$ cat src/rtl/rxb_pkg.sv
package rxb_pkg;

    localparam int CFG_W    = 32;
    localparam int PKT_W    = 9;
    localparam int TIME_W   = 8;
    localparam int PKT_LSB  = 0;
    localparam int TIME_LSB = 12;

    typedef struct packed {
        logic [PKT_W-1:0]  pkt_thr;
        logic [TIME_W-1:0] time_thr;
    } blank_cfg_t;

    function automatic blank_cfg_t decode_cfg(input logic [CFG_W-1:0] w);
        blank_cfg_t c;
        c.pkt_thr  = w[PKT_LSB +: PKT_W];
        c.time_thr = w[TIME_LSB +: TIME_W];
        return c;
    endfunction

    // A threshold of zero behaves like one: fire on every packet.
    function automatic logic [PKT_W-1:0] eff_pkt_thr(input logic [PKT_W-1:0] t);
        return (t == '0) ? PKT_W'(1) : t;
    endfunction

endpackage

$ cat src/rtl/rxb_pkt_counter.sv
module rxb_pkt_counter
    import rxb_pkg::*;
#(
    parameter int CW = PKT_W
) (
    input  logic          clk,
    input  logic          rst,
    input  logic          pkt_i,
    input  logic          clr_i,
    input  logic [CW-1:0] thr_i,
    output logic          hit_o,
    output logic          pending_o
);
    localparam logic [CW-1:0] CMAX = '1;

    logic [CW-1:0] cnt_q;
    logic [CW-1:0] cnt_nx;
    logic [CW-1:0] thr_eff;

    always_comb begin
        thr_eff = (thr_i == '0) ? CW'(1) : thr_i;
        if (pkt_i && cnt_q != CMAX) cnt_nx = cnt_q + CW'(1);
        else                        cnt_nx = cnt_q;
        hit_o = (cnt_nx != '0) && (cnt_nx >= thr_eff);
    end

    always_ff @(posedge clk) begin
        if (rst || clr_i) cnt_q <= '0;
        else              cnt_q <= cnt_nx;
    end

    assign pending_o = (cnt_q != '0);

endmodule

$ cat src/rtl/rxb_time_counter.sv
module rxb_time_counter
    import rxb_pkg::*;
#(
    parameter int PW = 11,
    parameter int TW = TIME_W
) (
    input  logic          clk,
    input  logic          rst,
    input  logic          run_i,
    input  logic          clr_i,
    input  logic [TW-1:0] thr_i,
    output logic          hit_o
);
    localparam logic [TW-1:0] TMAX = '1;

    logic [PW-1:0] pre_q;
    logic [TW-1:0] unit_q;
    logic          wrap;
    logic [TW:0]   unit_inc;

    always_comb begin
        wrap     = &pre_q;
        unit_inc = {1'b0, unit_q} + (TW+1)'(1);
        hit_o    = run_i && (thr_i != '0) && wrap && (unit_inc >= {1'b0, thr_i});
    end

    always_ff @(posedge clk) begin
        if (rst || clr_i) begin
            pre_q  <= '0;
            unit_q <= '0;
        end else if (run_i) begin
            pre_q <= pre_q + PW'(1);
            if (wrap && unit_q != TMAX) unit_q <= unit_q + TW'(1);
        end
    end

endmodule

$ cat src/rtl/rx_irq_blanker.sv
module rx_irq_blanker
    import rxb_pkg::*;
#(
    parameter int PRE_W = 11
) (
    input  logic             clk,
    input  logic             rst,
    input  logic             pkt_done_i,
    input  logic [CFG_W-1:0] cfg_i,
    output logic             irq_o
);
    blank_cfg_t cfg;
    logic       pkt_hit;
    logic       time_hit;
    logic       pend_any;
    logic       fire;
    logic       irq_q;
    logic       cfg_unused;

    assign cfg        = decode_cfg(cfg_i);
    assign cfg_unused = ^{cfg_i[CFG_W-1:TIME_LSB+TIME_W], cfg_i[TIME_LSB-1:PKT_LSB+PKT_W]};

    rxb_pkt_counter #(.CW(PKT_W)) u_pkt (
        .clk      (clk),
        .rst      (rst),
        .pkt_i    (pkt_done_i),
        .clr_i    (fire),
        .thr_i    (cfg.pkt_thr),
        .hit_o    (pkt_hit),
        .pending_o(pend_any)
    );

    rxb_time_counter #(.PW(PRE_W), .TW(TIME_W)) u_time (
        .clk   (clk),
        .rst   (rst),
        .run_i (pend_any),
        .clr_i (fire),
        .thr_i (cfg.time_thr),
        .hit_o (time_hit)
    );

    assign fire = pkt_hit || time_hit;

    always_ff @(posedge clk) begin
        if (rst) irq_q <= 1'b0;
        else     irq_q <= fire;
    end

    assign irq_o = irq_q;

endmodule

$ cat config.mk
export PLATFORM = sky130hd
export DESIGN_NAME = rx_irq_blanker
export DESIGN_NICKNAME = d
export VERILOG_FILES = /design/src/rtl/rxb_pkg.sv /design/src/rtl/rxb_pkt_counter.sv /design/src/rtl/rxb_time_counter.sv /design/src/rtl/rx_irq_blanker.sv
export SDC_FILE = /design/constraint.sdc
export NUM_CORES = 1
export LEC_CHECK = 0
export BUFFER_PORTS_ARGS = -buffer_cell sky130_fd_sc_hd__buf_2
export CORE_AREA = 2 2 61 63
export CTS_CLUSTER_SIZE = 14
export DETAILED_ROUTE_END_ITERATION = 10
export DIE_AREA = 0 0 63 65
export GPL_ROUTABILITY_DRIVEN = 0
export HOLD_SLACK_MARGIN = 0.1
export PLACE_DENSITY = 0.94
export SETUP_SLACK_MARGIN = 0.15
export SYNTH_ARGS = -nofsm -noshare
export SYNTH_HDL_FRONTEND = slang
export SYNTH_HIERARCHICAL = 1
export SYNTH_SLANG_ARGS = --single-unit
$ cat constraint.sdc
create_clock -name clk -period 9.62 [get_ports clk]
set_clock_uncertainty 0.05 [all_clocks]
set_input_delay 1.443 -clock clk [delete_from_list [all_inputs] [get_ports clk]]
set_output_delay 1.443 -clock clk [all_outputs]
set_load 0.01 [all_outputs]
Word level (Yosys, flattened, before mapping)
Cells that the tools add are included.
- flip-flop bits (word level): 29
- input bits: 35
- output and inout port bits: 1
- word-level logic and storage cells: 28
- add/subtract/negate cells: 4
- $lt $le $gt $ge: 2
- eq/ne operators: 2
- muxes and demuxes: 2
- reduce and logical (&&, ||, !) cells: 14
- operator list (operator ; number):
    9-bit two-way mux ; 2
    9-bit nonzero test ; 2
    11-bit by 1-bit adder with 11-bit output, second input constant ; 1
    11-bit AND reduction ; 1
    8-bit by 1-bit adder with 9-bit output, second input constant ; 1
    9-bit by 1-bit adder with 9-bit output, second input constant ; 1
    9-bit by 8-bit greater-or-equal comparator with 1-bit output ; 1
    9-bit greater-or-equal comparator ; 1
    9-bit zero test ; 1
    9-bit inequality test, second input constant ; 1
    8-bit by 1-bit adder with 8-bit output, second input constant ; 1
    8-bit inequality test, second input constant ; 1
    8-bit nonzero test ; 1
    1-bit logical AND ; 6
    1-bit logical OR ; 2
    2-bit AND reduction ; 1

Logic depth before layout (Yosys ltp)
Gate-level depths: netlist of run 1.
- word-level depth: 7
- depth in mapped cells: 19
- depth with buffers taken out: 16

Cells and area by module
Netlist of run 1, hierarchy kept.
- by module, submodules not included (module ; instances ; cells an instance ; area each (um^2) ; seq. area each (um^2)):
    rxb_time_counter ; 1 ; 133 ; 1116.1 ; 380.4
    rxb_pkt_counter ; 1 ; 110 ; 839.6 ; 180.2
    rx_irq_blanker ; 1 ; 3 ; 36.3 ; 20.0

Worst setup path after synthesis of run 1
Ideal clock, no wire load.
- path type: input to register
- start: input port pkt_done_i
- end: register u_time.pre_q[1]
- setup time: 0.065 ns
- data arrival time: 3.899 ns
- data required time: 9.505 ns
- slack: 5.606 ns
- cell stages on the path: 13
- path buffers: 2
- cell sequence: nand2b_1 -> or3_1 -> xnor2_1 -> ha_1 -> a21oi_1 -> o21ai_0 -> a21o_1 -> o32a_1 -> or2_1 -> or2_2 -> clkbuf_1 -> clkbuf_1 -> nor2_1
- longest elaborated chain between the ends: 6
- elaborated cells on any way between the ends: 7
- those cells by class: order compare: 1; mux: 1; reduce/logical: 5
- ends and longest elaborated chain (what ; RTL line ; source):
    start: declaration ; rx_irq_blanker.sv:8 ; input logic pkt_done_i,
    1-bit logical AND * ; rxb_pkt_counter.sv:22 ; if (pkt_i && cnt_q != CMAX) cnt_nx = cnt_q + CW'(1);
    9-bit two-way mux * ; rxb_pkt_counter.sv:22 ;
    named net u_pkt.cnt_nx[7] ; rxb_pkt_counter.sv:17 ; logic [CW-1:0] cnt_nx;
    9-bit greater-or-equal comparator or 9-bit nonzero test (tied branches) ; rxb_pkt_counter.sv:24 ; hit_o = (cnt_nx != '0) && (cnt_nx >= thr_eff);
    1-bit logical AND * ; rxb_pkt_counter.sv:24 ;
    named net pkt_hit ; rx_irq_blanker.sv:13 ; logic pkt_hit;
    1-bit logical OR * ; rx_irq_blanker.sv:42 ; assign fire = pkt_hit || time_hit;
    named net fire ; rx_irq_blanker.sv:16 ; logic fire;
    1-bit logical OR * ; rxb_time_counter.sv:28 ; if (rst || clr_i) begin
    end signal: assignment ; rxb_time_counter.sv:32 ; pre_q <= pre_q + PW'(1);
    end: declaration ; rxb_time_counter.sv:16 ; logic [PW-1:0] pre_q;
Mark *: on every way through the listed nets, which the timed path passes. The rest lies on a longest branch.
A chain may end at the register's enable or synchronous reset.

Worst setup path after layout of run 1
- start: input port pkt_done_i
- end: register u_time.unit_q[7]
- longest elaborated chain between the ends: 6
- elaborated cells on any way between the ends: 7
- those cells by class: order compare: 1; mux: 1; reduce/logical: 5
- ends and longest elaborated chain (what ; RTL line ; source):
    1-bit logical AND * ; rxb_pkt_counter.sv:22 ;
    9-bit two-way mux * ; rxb_pkt_counter.sv:22 ;
    named net u_pkt.cnt_nx[4] ; rxb_pkt_counter.sv:17 ;
    9-bit greater-or-equal comparator or 9-bit nonzero test (tied branches) ; rxb_pkt_counter.sv:24 ;
    1-bit logical AND * ; rxb_pkt_counter.sv:24 ;
    named net pkt_hit ; rx_irq_blanker.sv:13 ;
    1-bit logical OR * ; rx_irq_blanker.sv:42 ;
    named net fire ; rx_irq_blanker.sv:16 ;
    1-bit logical OR * ; rxb_time_counter.sv:28 ;
    end signal: assignment ; rxb_time_counter.sv:33 ; if (wrap && unit_q != TMAX) unit_q <= unit_q + TW'(1);
    end: declaration ; rxb_time_counter.sv:17 ; logic [TW-1:0] unit_q;
Marks and branches as above.

==> results of run 1 <==
-- cell usage after synthesis (2+ instances only) --
master,n
a21oi_1,6
xor2_1,16
clkbuf_1,5
a31oi_1,4
o21ai_0,6
buf_2,4
nor4_1,6
nand3_1,16
ha_1,22
nor2b_1,10
a211oi_1,2
nor3_1,3
inv_1,18
a21o_1,2
nand2b_1,2
nor2_1,30
nand2_1,18
or2_2,2
xnor2_1,14
and3_1,6
dfxtp_1,29
nand4_1,8
nor3_2,2
-- power groups by stage --
stage,Sequential (uW),Clock [uW],Combinational (uW)
2_1_floorplan,128,0,20.1
3_3_place_gp,128,0,26.0
3_5_place_dp,128,0,27.4
4_1_cts,126,72.0,27.5
5_1_grt,126,75.9,31.7
6_report,126,68.7,27.4
-- final cells by class --
| class | count | area share |
|---|---|---|
| Clock buffer | 6 | 0.0192 |
| Clock inverter | 2 | 0.00466 |
| Inverter | 18 | 0.0315 |
| Multi-Input combinational cell | 188 | 0.599 |
| Sequential cell | 29 | 0.271 |
| Tap cell | 48 | 0.0280 |
| Timing Repair Buffer | 20 | 0.0466 |
-- through the flow --
stage	total power, uW	instances	utilization	hold WS (ns)	worst slack (ns)
after floorplan	148	246	-	0.394	5.61
after global placement	154	303	0.599	0.407	5.36
after detailed placement	156	303	0.599	0.443	5.32
after CTS	225	311	0.614	0.456	5.66
after global routing	234	311	0.614	0.463	5.43
final	222	311	0.614	0.455	5.66
-- worst reg2reg max path: cells and delay by family (launching register included) --
family	cells	cell delay, ns
simple gates	7	1.68
fa+ha+maj	3	0.78
compound gates	4	0.61
flops	1	0.37
xor+xnor	1	0.22
-- routing by layer --
layer  part of all wire  wire [um]
met1               0.42       1550
met2               0.51       1900
met3              0.048        179
met4              0.016         59
met5                  0          0
-- kinds of logic after synthesis --
logic type	Yosys count	synth area share
AOI/OAI and AO/OA	23	0.0729
xor gates and xnor gates	30	0.132
adders and majority gates	22	0.138
buffers and inverters	29	0.0628
DFF	29	0.291
muxes	1	0.00503
and+or+nand+nor	112	0.298
-- flip-flops by register name, indices dropped and copies added, names as in the netlist --
signal	flops
u_time/unit_q	8
u_pkt/cnt_q	9
irq_o	1
u_time/pre_q	11
-- how the worst max path moves through the flow --
stage,start,to,depth (start not counted)
finish,pkt_done_i,u_time/unit_q[7],13
global route,pkt_done_i,u_time/unit_q[7],13
floorplan,pkt_done_i,u_time/pre_q[1],13
global placement,pkt_done_i,u_time/unit_q[7],13
CTS,pkt_done_i,u_time/unit_q[7],13
detailed placement,pkt_done_i,u_time/unit_q[7],13
-- cells in the final DEF, fill, tap and decap left out, types with 2 or more instances in the layout --
| cell type | count |
|---|---|
| nor2_1 | 30 |
| dfxtp_1 | 29 |
| ha_1 | 22 |
| buf_2 | 20 |
| inv_1 | 18 |
| nand2_1 | 18 |
| nand3_1 | 16 |
| xor2_1 | 16 |
| xnor2_1 | 14 |
| nor2b_1 | 10 |
| nand4_1 | 8 |
| o21ai_0 | 6 |
| nor4_1 | 6 |
| a21oi_1 | 6 |
| and3_1 | 6 |
| clkbuf_4 | 5 |
| a31oi_1 | 4 |
| nor3_1 | 3 |
| clkinv_2 | 2 |
| nand2b_1 | 2 |
| nor3_2 | 2 |
| a211oi_1 | 2 |
| a21o_1 | 2 |
| or2_2 | 2 |
==> impl_metrics.toml, run 1 <==
[status]
run_status = "completed"

[setup_path]
crit_fanout = 19
startpoint_type = "input port"
r2r-end = "u_time/unit_q[7]"
max_stage_delay_ns = 0.46
end_kind = "register"
critical_path.top_delay_family = "simple AND/OR/NAND/NOR gates"
critical_path_arrival_ns = 4.17
path_class = "in2reg"
worst-path-buf-inv = 1
r2r_slack_ns = 5.83
r2r_start = "u_pkt/cnt_q[0]"
rr_worst_depth = 15
crit_path_top_delay_cell = "or2_2"
cp_cell_sequence = "buf_2 > nor2b_1 > nand4_1 > xnor2_1 > ha_1 > nand4_1 > nor2_1 > a211oi_1 > nor2_1 > o32a_1 > or2_1 > or2_2 > nor3_1"
cp.required_ns = 9.83

[power_and_ir_drop]
powerDensity_nw_per_um2 = 103
pwr-share-seq = 0.567
switchingPower_uw = 59.2
switching_share = 0.267
p_int_uw = 163
irDropWorstVdd_uv = 60.9
comb_power_share = 0.124
pwr-share-clk = 0.310
leakagePower_uw = 0.00104

[synth]
yosys_most_used_dff = "dfxtp_1"
synth_area_leaders = "dfxtp_1 (29%), ha_1 (14%), xor2_1 (7.0%), xnor2_1 (6.2%), nor2_1 (5.7%)"
ys_seq_area_frac = 0.291
syn_area_um2 = 1990
synth_enable_flop_cells = 0
synth_seq_cells = 29
yosysTopAreaCell = "dfxtp_1"
synth_top_area_frac = 0.291
yosysWarnings = 6
yosysUniqueCellTypes = 38
netlist_instances = 246
synth_nets = 303
async_reset_ff_frac = 0
postSynthAreaPerCell_um2 = 8.10

[die]
pin_count = 36
die-area_um2 = 4100
core_area_um2 = 3500
initial_core_util = 0.570
fp.dieH_um = 65
fp.dieW_um = 63
row_count = 22

[timing]
fmax_mhz = 252
slew_headroom = 0.690
setup_violations = 0
hold_viol = 0
setup-tns-final_ns = 0
drv_slew = 0
worstMarginPinSlew_ns = 0.464
min_period_ns = 3.96
fin_crit_sh = 0.412
rsz0062_at_grt = "no"

[global_route]
grtUsageMet2 = 0.376
top_usage_layer = "met2"
gr-total-overflow = 0
grt_pass1_wl_um = 6330
grt_pass1_vias = 1577
met3_usage = 0.0417
grtUsageMet1 = 0.202
antenna_found_initial = 0
grt_usage = 0.195
grt_max_degree = 20

[place]
portBuffers = 20
dp_hpwl_um = 2890
placed_area_um2 = 2090

[worst_hold_path]
hold_depth = 2
hold_path.class = "reg2reg"
worstHoldEndpoint = "u_time/unit_q[1]"
hp-start = "u_time/unit_q[1]"

[cells_and_area]
nets = 319
syn_to_final_growth_pct = 7.73
final-seq-area_um2 = 581
fin_area_um2 = 2150
fill_cells = 308
drive_above_1_share = 0.129
diodes = 0
multi_input_area_um2 = 1290

[clock_network]
cts_made_buffers = 5
hold_buffers = 0
post-cts-setup-buffers = 0
cts_tree = "done"
clkSlewWorstSetupHoldPaths_ns = 0.09
cts_resized = 0
clockRootBuffer = "clkbuf_4"
clock_path_buffers = 2
clock_latency_ns = 0.33
cts_htree_levels = 2
clock_sinks = 29

[flow_run]
cap_violations = 0

[detailed_routing]
vias = 1690
drt_iter0_drc = 70
drc_errors = 0
via_per_inst = 5.43
dr.pass1.iters = 4
antenna_left = 0
routed_wl_um = 3690
wire_per_inst_um = 11.9
Power figures use the tool's default switching activity.
==> inputs of run 2 (changes only) <==
- CORE_AREA: 2 2 61 63 -> 2 2 63 65
- DIE_AREA: 0 0 63 65 -> 0 0 65 67
- PLACE_DENSITY: 0.94 -> 0.89
- clock period: 9.62 -> 3.9 ns (I/O delays scaled with it)
==> impl_metrics.toml, run 2 (synthesis gave the netlist of run 1 again) <==
[power_and_ir_drop]
irDropWorstVdd_uv = 159
leakagePower_uw = 0.00108
powerDensity_nw_per_um2 = 292

[cells_and_area]
largest_reg_flops = 11
largest_registers = "u_time/pre_q (11), u_pkt/cnt_q (9), u_time/unit_q (8)"
final_cell_mix = "dfxtp_1 (29), nor2_1 (29), ha_1 (22)"
fill_cells = 290
syn_to_final_growth_pct = 12.6
top_register = "u_time/pre_q"
fin_area_um2 = 2240
nets = 321
drive_above_1_share = 0.162
diodes = 0

[die]
pin_count = 36
core_area_um2 = 3610
fp.dieH_um = 67
initial_core_util = 0.552
die-area_um2 = 4360
row_count = 22
fp.dieW_um = 65

[worst_hold_path]
worstHoldEndpoint = "u_time/unit_q[1]"
hold_depth = 2
hp-start = "u_time/unit_q[1]"
hold_path.class = "reg2reg"

[setup_path]
rr_worst_depth = 15
critical_path_arrival_ns = 3.75
startpoint_type = "register"
crit_fanout = 19
end_kind = "register"
r2r_slack_ns = 0.31
r2r-end = "u_time/unit_q[7]"
path_class = "reg2reg"
r2r_start = "u_pkt/cnt_q[0]"
cp.required_ns = 4.06

[timing]
fin_crit_sh = 0.921
slew_headroom = 0.710
hold_viol = 0
drv_slew = 0
fin_ws_ns = 0.308
setup_violations = 0
min_period_ns = 3.59
fmax_mhz = 278
worstMarginPinSlew_ns = 0.431
setup-tns-final_ns = 0
rsz0062_at_grt = "no"

[flow_run]
cap_violations = 0

[global_route]
antenna_found_initial = 0
grt_pass1_vias = 1496
gr-total-overflow = 0
grt_usage = 0.188
grt_max_degree = 20
grt_pass1_wl_um = 6280

[detailed_routing]
drt_iter0_drc = 80
dr.pass1.iters = 4
via_per_inst = 5.47
routed_wl_um = 3760
antenna_left = 0
wire_per_inst_um = 12.0
vias = 1712
drc_errors = 0

[clock_network]
clockRootBuffer = "clkbuf_8"
cts_htree_levels = 2
clkSlewWorstSetupHoldPaths_ns = 0.06
post-cts-setup-buffers = 0
cts_tree = "done"
hold_buffers = 0
clock_latency_ns = 0.28
clock_sinks = 29
cts_made_buffers = 5
cts_resized = 0
clock_path_buffers = 2

[place]
placed_area_um2 = 2110
dp_slack_ns = 0.179
dp_hpwl_um = 2850
portBuffers = 20

[status]
run_status = "completed"
==> run 2: cell types whose count changed in the layout (fill, tap and decap cells not counted), moves of 2 or more <==
cell / before / now
clkbuf_8: 0 / 7
clkbuf_4: 5 / 0
buf_4: 0 / 2
or2_2: 2 / 0
or2_4: 0 / 2
==> run 2: through the flow <==
stage	total power, uW	instances	hold slack, ns	util
floorplan	364	246	0.394	-
global placement	381	305	0.405	0.585
detailed placement	384	305	0.420	0.585
CTS	659	313	0.428	0.613
global route	684	313	0.461	0.622
finish	655	313	0.427	0.622
==> run 2: final cells by class <==
class	instances	area, um^2	area share
multi-input cells	188	1320	0.588
clock inverters	1	5.00	0.00223
flip-flops and latches	29	581	0.259
inverters	18	67.6	0.0301
well taps	48	60.1	0.0268
clock buffers	7	96.3	0.0429
repair buffers	22	115	0.0513
==> run 2: how the worst max path moves through the flow <==
stage,startpoint,end,slack [ns],depth (start not counted)
after floorplan,u_pkt/cnt_q[0],u_time/pre_q[1],0.34,17
after global placement,u_pkt/cnt_q[0],u_time/unit_q[7],0.29,16
after detailed placement,u_pkt/cnt_q[0],u_time/unit_q[7],0.18,16
after CTS,u_pkt/cnt_q[0],u_time/unit_q[7],0.15,16
after global routing,u_pkt/cnt_q[0],u_time/unit_q[7],0.08,16
final,u_pkt/cnt_q[0],u_time/unit_q[7],0.31,15
==> run 2: power by group <==
part | internal, uW | switching [uW] | leakage [uW]
clock | 159 | 116 | 0.0000542
sequential | 302 | 7.31 | 0.000234
combinational | 32.1 | 38.2 | 0.000792
==> run 2: critical path: stages, from the launching register on <==
cell and delay [ns]:
dfxtp_1 0.36, ha_1 0.24, nand3_1 0.07, nor2_1 0.05, ha_1 0.20, nand2b_2 0.24, or3_1 0.43, xnor2_2 0.15
ha_1 0.33, a21oi_1 0.13, o21ai_0 0.10, a21o_1 0.19, o32a_1 0.18, or2_1 0.25, or2_4 0.33, nor3_2 0.20
==> run 2: per-layer routing <==
metal  track usage  share of wire  vias up  wire length (um)
li1              -              -      871                 -
met4        0.0798          0.021        0                79
met2         0.327           0.46       38              1730
met5             0              0        -                 0
met3        0.0456          0.041        8               155
met1         0.221           0.48      795              1790
==> inputs of run 3 (changes only) <==
- CORE_AREA: 2 2 63 65 -> 2 2 61 63
- DIE_AREA: 0 0 65 67 -> 0 0 63 65
- PLACE_DENSITY: 0.89 -> 0.94
- SKIP_LAST_GASP: not set -> 1
- clock period: 3.9 -> 4.4 ns (I/O delays scaled with it)
==> impl_metrics.toml, run 3 (synthesis gave the netlist of run 1 again) <==
[detailed_routing]
drc_errors = 0
vias = 1725
via_per_inst = 5.55
dr.pass1.iters = 4
antenna_left = 0
drt_iter0_drc = 60
wire_per_inst_um = 12.7
routed_wl_um = 3940

[setup_path]
cp.required_ns = 4.60
worst-path-buf-inv = 0
r2r_start = "u_pkt/cnt_q[0]"
critical_path.top_delay_family = "simple AND/OR/NAND/NOR gates"
startpoint_type = "register"
max_stage_delay_ns = 0.45
rr_worst_depth = 16
end_kind = "register"
r2r_slack_ns = 0.58
crit_fanout = 19
path_class = "reg2reg"
critical_path_arrival_ns = 4.02
cp_cell_sequence = "ha_1 > nand3_1 > nor2_1 > ha_1 > nor2b_1 > nand4_1 > xnor2_1 > ha_1 > nand4_1 > nor2_1 > a211oi_1 > nor2_1 > o32a_1 > or2_1 > or2_2 > nor3_1"
r2r-end = "u_time/unit_q[7]"
crit_path_top_delay_cell = "or2_2"

[timing]
fin_crit_sh = 0.868
setup_violations = 0
slew_headroom = 0.660
rsz0062_at_grt = "no"
worst_hold_slack_ns = 0.432
setup-tns-final_ns = 0
worstMarginPinSlew_ns = 0.509
hold_viol = 0
drv_slew = 0
fmax_mhz = 262
min_period_ns = 3.82

[die]
die-area_um2 = 4100
core_area_um2 = 3500
pin_count = 36
initial_core_util = 0.570
fp.dieW_um = 63
row_count = 22
fp.dieH_um = 65

[cells_and_area]
drive_above_1_share = 0.129
largest_registers = "u_time/pre_q (11), u_pkt/cnt_q (9), u_time/unit_q (8)"
nets = 319
diodes = 0
top_register = "u_time/pre_q"
syn_to_final_growth_pct = 9.42
postLayoutCoreUtil = 0.623
largest_reg_flops = 11
final_cell_mix = "nor2_1 (30), dfxtp_1 (29), ha_1 (22)"
layout_commonest_cell = "nor2_1"
fin_area_um2 = 2180

[flow_run]
cap_violations = 0

[worst_hold_path]
hold_path.class = "reg2reg"
hold_depth = 2
worstHoldEndpoint = "u_time/unit_q[1]"
hp-start = "u_time/unit_q[1]"

[power_and_ir_drop]
leakagePower_uw = 0.00105
irDropWorstVdd_uv = 134
powerDensity_nw_per_um2 = 257

[clock_network]
post-cts-setup-buffers = 0
clock_path_buffers = 2
clock_latency_ns = 0.33
cts_tree = "done"
hold_buffers = 0
cts_resized = 0
clkSlewWorstSetupHoldPaths_ns = 0.09
clockRootBuffer = "clkbuf_4"
cts_made_buffers = 5
clock_sinks = 29
cts_htree_levels = 2

[global_route]
grt_max_degree = 20
gr-total-overflow = 0
grt_usage = 0.210
grt_pass1_wl_um = 6790
antenna_found_initial = 0
grt_pass1_vias = 1705

[place]
placed_area_um2 = 2090
portBuffers = 20
dp_hpwl_um = 3140

[status]
run_status = "completed"
run 3: where the power goes:
part	switching, uW	internal, uW	total, uW
Combinational	33.2	27.3	60.5
Clock	89.7	136	225
Sequential	7.21	268	275
Total	130	431	561
run 3: cell type report:
cell class / instances / area (um^2)
tap: 48 / 60.1
clock inverter: 1 / 30.0
multi-input combinational: 188 / 1290
inverter: 18 / 67.6
timing repair buffer: 20 / 100
clock buffer: 7 / 55.1
fill: 317 / 1320
sequential: 29 / 581
run 3: worst max path at each step:
stage | from | end | slack, ns | depth (start not counted)
2_1_floorplan | u_pkt/cnt_q[0] | u_time/pre_q[1] | 0.84 | 17
3_3_place_gp | u_pkt/cnt_q[0] | u_time/unit_q[7] | 0.72 | 15
3_5_place_dp | u_pkt/cnt_q[0] | u_time/unit_q[7] | 0.60 | 16
4_1_cts | u_pkt/cnt_q[0] | u_time/unit_q[7] | 0.59 | 16
5_1_grt | u_pkt/cnt_q[0] | u_time/unit_q[7] | 0.26 | 16
6_report | u_pkt/cnt_q[0] | u_time/unit_q[7] | 0.58 | 16
run 3: tightest hold or removal path: stages, from the launching register on:
cell     delay, ns
dfxtp_1       0.33
nand2_1       0.06
a21oi_1       0.05
run 3: metrics by stage:
| step | std cells | power [uW] | setup slack [ns] |
|---|---|---|---|
| after floorplan | 246 | 323 | 0.842 |
| after global placement | 303 | 337 | 0.719 |
| after detailed placement | 303 | 342 | 0.604 |
| after CTS | 311 | 568 | 0.589 |
| after global routing | 311 | 586 | 0.256 |
| final | 311 | 561 | 0.580 |
run 3: per-layer routing:
metal | vias up | share of wire | track usage
met5 | - | 0 | 0
met4 | 0 | 0.022 | 0.0972
met3 | 8 | 0.043 | 0.0503
met2 | 45 | 0.53 | 0.418
met1 | 789 | 0.41 | 0.200
li1 | 883 | - | -
